$ cat src/rtl/pcw_pkg.sv
package pcw_pkg;
  typedef enum logic [2:0] {
    CT_NORMAL   = 3'd0,
    CT_UNC      = 3'd1,
    CT_AND      = 3'd2,
    CT_OR       = 3'd3,
    CT_DEMORGAN = 3'd4
  } cmp_type_e;

  typedef enum logic [1:0] {
    REL_EQ  = 2'd0,
    REL_NE  = 2'd1,
    REL_LT  = 2'd2,
    REL_LTU = 2'd3
  } cmp_rel_e;

  typedef struct packed {
    logic we1;
    logic d1;
    logic we2;
    logic d2;
  } pred_wr_t;
endpackage

$ cat src/rtl/pcw_cmp_eval.sv
module pcw_cmp_eval #(
  parameter int unsigned DW = 64
) (
  input  logic [DW-1:0] a_i,
  input  logic [DW-1:0] b_i,
  input  logic [1:0]    rel_i,
  output logic          res_o
);
  import pcw_pkg::*;

  logic eq_w, slt_w, ult_w;

  assign eq_w  = (a_i == b_i);
  assign ult_w = (a_i < b_i);
  assign slt_w = ($signed(a_i) < $signed(b_i));

  always_comb begin
    unique case (cmp_rel_e'(rel_i))
      REL_EQ:  res_o = eq_w;
      REL_NE:  res_o = !eq_w;
      REL_LT:  res_o = slt_w;
      REL_LTU: res_o = ult_w;
      default: res_o = 1'b0;
    endcase
  end

  // equal sign bits: signed and unsigned ordering agree
  always_comb begin
    if (a_i[DW-1] == b_i[DW-1])
      a_r3_sign_agree: assert (slt_w == ult_w);
  end
endmodule

$ cat src/rtl/pcw_rule.sv
module pcw_rule (
  input  logic                 valid_i,
  input  logic [2:0]           type_i,
  input  logic                 qp_i,
  input  logic                 res_i,
  output pcw_pkg::pred_wr_t    wr_o
);
  import pcw_pkg::*;

  always_comb begin
    wr_o = '0;
    if (valid_i) begin
      case (type_i)
        CT_NORMAL: if (qp_i) wr_o = '{we1: 1'b1, d1: res_i, we2: 1'b1, d2: !res_i};
        CT_UNC: begin
          if (qp_i) wr_o = '{we1: 1'b1, d1: res_i, we2: 1'b1, d2: !res_i};
          else      wr_o = '{we1: 1'b1, d1: 1'b0, we2: 1'b1, d2: 1'b0};
        end
        CT_AND:      if (qp_i && !res_i) wr_o = '{we1: 1'b1, d1: 1'b0, we2: 1'b1, d2: 1'b0};
        CT_OR:       if (qp_i && res_i)  wr_o = '{we1: 1'b1, d1: 1'b1, we2: 1'b1, d2: 1'b1};
        CT_DEMORGAN: if (qp_i && res_i)  wr_o = '{we1: 1'b1, d1: 1'b1, we2: 1'b1, d2: 1'b0};
        default:     wr_o = '0;
      endcase
    end
  end

  always_comb begin
    if (type_i == CT_AND)
      a_r6_and_clears_only: assert (!(wr_o.we1 && wr_o.d1) && !(wr_o.we2 && wr_o.d2));
    if (type_i == CT_OR)
      a_r7_or_sets_only: assert (!(wr_o.we1 && !wr_o.d1) && !(wr_o.we2 && !wr_o.d2));
    if (!valid_i || type_i > 3'd4)
      a_r11_idle_quiet: assert (!wr_o.we1 && !wr_o.we2);
    if (valid_i && !qp_i && type_i != CT_UNC)
      a_r4_unqualified_quiet: assert (!wr_o.we1 && !wr_o.we2);
  end
endmodule

$ cat src/rtl/pcw_pred_file.sv
module pcw_pred_file #(
  parameter int unsigned NPRED    = 64,
  parameter int unsigned LANES    = 2,
  parameter int unsigned RD_PORTS = 2,
  localparam int unsigned IW      = $clog2(NPRED)
) (
  input  logic                    clk_i,
  input  logic                    rst_ni,
  input  pcw_pkg::pred_wr_t       wr_i   [LANES],
  input  logic [LANES*IW-1:0]     t1_i,
  input  logic [LANES*IW-1:0]     t2_i,
  input  logic [LANES*IW-1:0]     qp_idx_i,
  output logic [LANES-1:0]        qp_val_o,
  input  logic [RD_PORTS*IW-1:0]  rd_idx_i,
  output logic [RD_PORTS-1:0]     rd_val_o
);
  logic [NPRED-1:1] pred_q, pred_d, hit_w;

  function automatic logic rd_pred(input logic [NPRED-1:1] f, input logic [IW-1:0] idx);
    if (idx == '0) return 1'b1;
    return f[idx];
  endfunction

  for (genvar l = 0; l < LANES; l++) begin : g_qp
    assign qp_val_o[l] = rd_pred(pred_q, qp_idx_i[l*IW +: IW]);
  end

  for (genvar r = 0; r < RD_PORTS; r++) begin : g_rd
    assign rd_val_o[r] = rd_pred(pred_q, rd_idx_i[r*IW +: IW]);
    always_comb begin
      if (rd_idx_i[r*IW +: IW] == '0)
        a_r1_p0_reads_one: assert (rd_val_o[r] == 1'b1);
    end
  end

  // later lanes, then second target, override earlier writes
  always_comb begin
    pred_d = pred_q;
    for (int l = 0; l < LANES; l++) begin
      if (wr_i[l].we1 && t1_i[l*IW +: IW] != '0) pred_d[t1_i[l*IW +: IW]] = wr_i[l].d1;
      if (wr_i[l].we2 && t2_i[l*IW +: IW] != '0) pred_d[t2_i[l*IW +: IW]] = wr_i[l].d2;
    end
  end

  always_comb begin
    hit_w = '0;
    for (int i = 1; i < NPRED; i++)
      for (int l = 0; l < LANES; l++)
        hit_w[i] = hit_w[i]
                 | (wr_i[l].we1 && t1_i[l*IW +: IW] == IW'(i))
                 | (wr_i[l].we2 && t2_i[l*IW +: IW] == IW'(i));
  end

  always_ff @(posedge clk_i or negedge rst_ni) begin
    if (!rst_ni) pred_q <= '0;
    else         pred_q <= pred_d;
  end

  for (genvar i = 1; i < NPRED; i++) begin : g_hold
    a_r11_untouched_holds: assert property (@(posedge clk_i) disable iff (!rst_ni)
      !hit_w[i] |=> pred_q[i] == $past(pred_q[i]));
  end
endmodule

$ cat src/rtl/pred_cmp_writer.sv
module pred_cmp_writer #(
  parameter int unsigned LANES    = 2,
  parameter int unsigned RD_PORTS = 2,
  parameter int unsigned NPRED    = 64,
  parameter int unsigned DW       = 64,
  localparam int unsigned IW      = $clog2(NPRED)
) (
  input  logic                    clk_i,
  input  logic                    rst_ni,
  input  logic [LANES-1:0]        lane_valid_i,
  input  logic [LANES*3-1:0]      lane_type_i,
  input  logic [LANES*2-1:0]      lane_rel_i,
  input  logic [LANES*IW-1:0]     lane_qp_i,
  input  logic [LANES*IW-1:0]     lane_t1_i,
  input  logic [LANES*IW-1:0]     lane_t2_i,
  input  logic [LANES*DW-1:0]     lane_a_i,
  input  logic [LANES*DW-1:0]     lane_b_i,
  input  logic [RD_PORTS*IW-1:0]  rd_idx_i,
  output logic [RD_PORTS-1:0]     rd_val_o
);
  import pcw_pkg::*;

  pred_wr_t         wr_w  [LANES];
  logic [LANES-1:0] qp_w;
  logic [LANES-1:0] res_w;

  for (genvar l = 0; l < LANES; l++) begin : g_lane
    pcw_cmp_eval #(.DW(DW)) u_eval (
      .a_i   (lane_a_i[l*DW +: DW]),
      .b_i   (lane_b_i[l*DW +: DW]),
      .rel_i (lane_rel_i[l*2 +: 2]),
      .res_o (res_w[l])
    );

    pcw_rule u_rule (
      .valid_i (lane_valid_i[l]),
      .type_i  (lane_type_i[l*3 +: 3]),
      .qp_i    (qp_w[l]),
      .res_i   (res_w[l]),
      .wr_o    (wr_w[l])
    );
  end

  pcw_pred_file #(.NPRED(NPRED), .LANES(LANES), .RD_PORTS(RD_PORTS)) u_file (
    .clk_i    (clk_i),
    .rst_ni   (rst_ni),
    .wr_i     (wr_w),
    .t1_i     (lane_t1_i),
    .t2_i     (lane_t2_i),
    .qp_idx_i (lane_qp_i),
    .qp_val_o (qp_w),
    .rd_idx_i (rd_idx_i),
    .rd_val_o (rd_val_o)
  );
endmodule

$ cat config.mk
export PLATFORM = sky130hd
export DESIGN_NAME = pred_cmp_writer
export DESIGN_NICKNAME = d
export VERILOG_FILES = /design/src/rtl/pcw_pkg.sv /design/src/rtl/pcw_cmp_eval.sv /design/src/rtl/pcw_rule.sv /design/src/rtl/pcw_pred_file.sv /design/src/rtl/pred_cmp_writer.sv
export SDC_FILE = /design/constraint.sdc
export NUM_CORES = 1
export LEC_CHECK = 0
export BUFFER_PORTS_ARGS = -buffer_cell sky130_fd_sc_hd__buf_2
export CAP_MARGIN = 15
export CORE_MARGIN = 3
export CORE_UTILIZATION = 50
export DETAILED_ROUTE_END_ITERATION = 7
export PLACE_DENSITY = 0.8
export SLEW_MARGIN = 10
export SYNTH_ARGS = -nofsm -noshare
export SYNTH_HDL_FRONTEND = slang
export SYNTH_SLANG_ARGS = --single-unit
export TNS_END_PERCENT = 5
$ cat constraint.sdc
create_clock -name clk_i -period 3.1 [get_ports clk_i]
set_input_delay 0.155 -clock clk_i [delete_from_list [all_inputs] [get_ports clk_i]]
set_output_delay 0.155 -clock clk_i [all_outputs]
set_load 0.05 [all_outputs]
==> flow_results.org <==
** Outcome
- Run status :: finished, violations left
- Violations in the final reports :: negative setup slack

** Power and ir drop
- In this run the power density over the cells is 363 nW/um^2.
- For this design the static power due to leakage is between 0.007 and 0.008 uW.
- Peak supply drop :: between 0.0002 and 0.0003 V

** Yosys
- Per-instance average area after synthesis :: 7.94 sq um
- Summing every instance area after synthesis gives 11,700 sq um.
- Unique cell type count in the Yosys netlist :: 82
- Sequential elements use 13.5% of the synthesized area.
- Share of async-settable or async-resettable flops after synthesis :: 100%
- Synth Net Count :: around 1,900
- Flip-flop and latch count after synthesis :: 63
- Total number of yosys warnings :: 0
- Most used DFF post-synth :: sky130_fd_sc_hd__dfrtp_1
- In this run, synthesis inferred 0 flip-flops with an integrated enable.
- Synthesis produced 1,474 cells.

** STA
- Number of max-slew violations in the final report :: 0
- In the post-route analysis, the smallest setup slack over all paths is -469 ps.
- Final setup violation count :: 63
- Clock skew on the completed layout was measured at roughly 12 ps.
- Max frequency :: about 280 MHz
- The final hold violation count is 0.
- The worst pin sits at a relative slew slack of 21.2%.
- Clock period minus final worst setup slack :: roughly 3600 ps
- Worst-margin pin slew :: 1180 ps
- Summed over all failing endpoints, the final setup total negative slack is -19,970 ps.
- Setup repair after global routing missed its margin :: true
- Final period util :: 115%

** Setup path
- For the worst flop-to-flop path, the logic depth is 16.
- The critical path ends at u_file.pred_q[42].
- Startpoint Class :: register
- STA classifies the critical path endpoint as a register.
- Required @ worst endpoint :: 3370 ps
- Kind of cell adding the most delay to the critical path :: compound AO/OA/AOI/OAI gates
- Startpoint of the worst-slack reg-to-reg timing path :: u_file.pred_q[24]
- Worst setup path class :: register to register
- At the worst endpoint, the arrival time is between 3000 and 4000 ps.
- Number of stages on the worst setup path :: 16
- The most critical setup path has its startpoint at u_file.pred_q[24].
- Along the worst path, the maximum fanout reaches 8.
- The critical path goes through buf_4, mux4_2, a22oi_1, a31oi_1, nand2_1, and4_4, buf_12, nor4_4, mux2i_1, and2_4, buf_12, buf_16, o31ai_4, o211ai_1, o221ai_1, a22oi_1.
- Crit path max-delay cell type :: sky130_fd_sc_hd__mux4_2
- Counting both buffers and inverters, the worst setup path holds a total of 4.
- On the worst path, the slowest cell contributes a delay of 550 ps.
- The worst register-to-register path ends at u_file.pred_q[42].
- The setup check on the worst reg-to-reg path leaves a slack of -470 ps.

** Detailed routing
- Total routed wirelength :: between 60 and 70 mm
- DR iter-0 viols :: 2,572
- In the detailed route, the total length drawn on met3 is 9.12 mm.
- Wire length on met1 :: 21.0 mm
- Wirelength per Cell :: 27.0 um
- Post-route antenna net violation count :: 0
- After detailed routing, the number of vias per cell comes to between 6 and 7.
- Detailed routing inserted a total of 15,900 vias.
- After detailed routing, the met2 layer carries 26.8 mm of wire.
- Router iterations before antenna repair :: 7
- Routed signal wires occupy layers up through met5.
- After detailed routing, the number of remaining DRC violations is 0.

** Global route
- The via count of the first global-routing pass was 16,100.
- The total overflow left after global routing is 0.
- Pin count of the biggest net entering global routing :: 37
- Global Route Usage Sum :: 46.9%
- Initial antenna violation count :: 2
- The first global-routing pass estimated around 90 mm of wire.

** CTS
- # H-tree levels :: 3
- Clock-pin slew was measured on the worst setup and hold paths at 70 ps.
- TritonCTS built the clock tree.
- Skew-Pair Late Insertion Delay :: 350 ps
- Number of buffers added by the clock tree synthesis step :: 9
- Maximum number of buffers from clock root to sink :: 2
- Number of clock sinks seen by CTS :: 63
- Clock root buffer :: sky130_fd_sc_hd__clkbuf_16

** Layout
- Commonest non-fill, non-tap cells in the layout :: sky130_fd_sc_hd__buf_2 (319), sky130_fd_sc_hd__buf_4 (258), sky130_fd_sc_hd__inv_1 (132)
- Compared with the post-synthesis result, the final layout area differs by 42.4%.
- Fraction of layout cells with a size suffix above 1 :: roughly 42%
- Largest register by flop count :: u_file.pred_q
- Measured on the finished design, the core utilization comes to 72.9%.
- The library cell used most frequently in the layout, excluding fill and tap cells, is sky130_fd_sc_hd__buf_2.
- Final net count :: 2,442
- The register with the most flip-flops in the layout has 63 of them.
- Filler Cells Inserted :: between 1,500 and 2,000
- Largest regs :: u_file.pred_q (63)

** Floorplan
- Die ar. :: 25,300 sq um
- In this run the standard cell core region covers 22,800 sq um.
- In this run the count of I/O pins placed on the die edge is 320.
- Once the floorplan was initialized, standard cells occupied 51.2% of the core.
- Number of rows created at floorplan :: between 50 and 60
- From left edge to right edge, the die measures 159 um.
- Vert. Die Dim :: 159 um

** Place
- The congestion estimate from routability-driven global placement came to about 1.1.
- Port buffer count :: about 320
- Dpl hpwl :: 49.1 mm

** Hold path
- Hold/Removal Path Class :: input port to register
- Start point of the worst hold path :: lane_t2_i[8]

** Run
- The tool flagged a number of max-cap violations equal to 0.
## report_power, final
| part | switching (uW) | total [uW] | internal (uW) | leakage (uW) |
|---|---|---|---|---|
| clock | 436 | 1270 | 831 | 0.000176 |
| combinational | 1690 | 3380 | 1690 | 0.00677 |
| sequential | 376 | 1410 | 1030 | 0.000802 |
## how the worst min path moves through the flow
stage                              endpoint  cells past startpoint  slack, ps
after floorplan           u_file.pred_q[10]                      0       -140
after global placement    u_file.pred_q[18]                      1        350
after detailed placement  u_file.pred_q[22]                      1        360
after CTS                 u_file.pred_q[56]                      3        310
after global routing      u_file.pred_q[56]                      3        360
final                     u_file.pred_q[56]                      3        320
## worst reg2reg max path, delay by kind of cell, from the launching register on
kind	cells	cell delay, ps
and+or+nand+nor	4	600
AOI/OAI and AO/OA	6	990
muxes	2	790
buffers and inverters	4	640
DFF	1	480
## through the flow
step                power [uW]  instances  setup WS (ps)  hold WS (ps)  cell area (sq um)
floorplan                 2750       1474          -41.6          -141              11800
global placement          4270       2279           -684           354              15400
detailed placement        4350       2279           -694           356              15400
CTS                       5730       2312           -307           310              16300
global route              6210       2314           -477           357              16700
finish                    6050       2316           -469           324              16700
## synth_stat cells, drive strengths merged (4+ instances only)
library cell,instances,area (sq um)
inv,137,514
nand2,135,514
ha,128,1600
a21oi,95,483
nor2,95,359
nand3,70,355
a22oi,65,488
dfrtp,63,1580
mux4,60,1350
clkbuf,54,203
o22ai,45,282
o21ai,44,228
buf,39,241
o221ai,38,339
o31ai,37,292
nand4,31,200
o211ai,31,238
mux2i,30,300
nor3,28,145
a2bb2oi,21,184
and2,17,106
nor3b,17,128
a211oi,16,130
nand3b,14,105
a221oi,13,139
a21o,11,82.6
nand2b,11,68.8
nor2b,11,68.8
or2,11,68.8
nor4,10,90.1
or3,10,62.6
and3,8,50.1
and3b,8,70.1
o22a,8,70.1
a311oi,5,43.8
a31oi,5,37.5
and4,5,43.8
or3b,5,43.8
o211a,4,40.0
## final cells by class
class	count	area [sq um]	share of cell area [%]
well taps	313	392	2.35
repair buffers	604	3940	23.6
diodes	2	5.00	0.0300
clock inverters	5	104	0.623
clock buffers	11	253	1.52
flip-flops and latches	63	1600	9.58
multi-input cells	1180	9850	59.1
inverters	138	518	3.11
## timing repair
item                       in CTS  in global routing
hold buffers                    1                  0
pin swaps                      50                 41
hold endpoints to repair       16                  0
setup endpoints to repair      63                 63
resized for setup              82                 76
setup buffers                  16                  4
cloned                          3                  0
## per-layer routing
layer,track usage [%],vias to the layer above
met5,0,-
met4,33.1,2
met3,16.8,419
met2,73.4,1503
met1,53.5,7237
li1,-,6752
## kinds of logic (layout without fill, tap and decap cells)
family          after synthesis  in the layout  synth area share, %
fa+ha+maj                   128            128                 13.7
simple gates                489            489                 21.4
buf+inv                     231            758                 8.23
mux                          92             92                 14.3
flops                        63             63                 13.5
xor+xnor                      1              1               0.0749
other cells                   0              2                    0
compound gates              470            470                 28.8
Power figures use the tool's default switching activity.
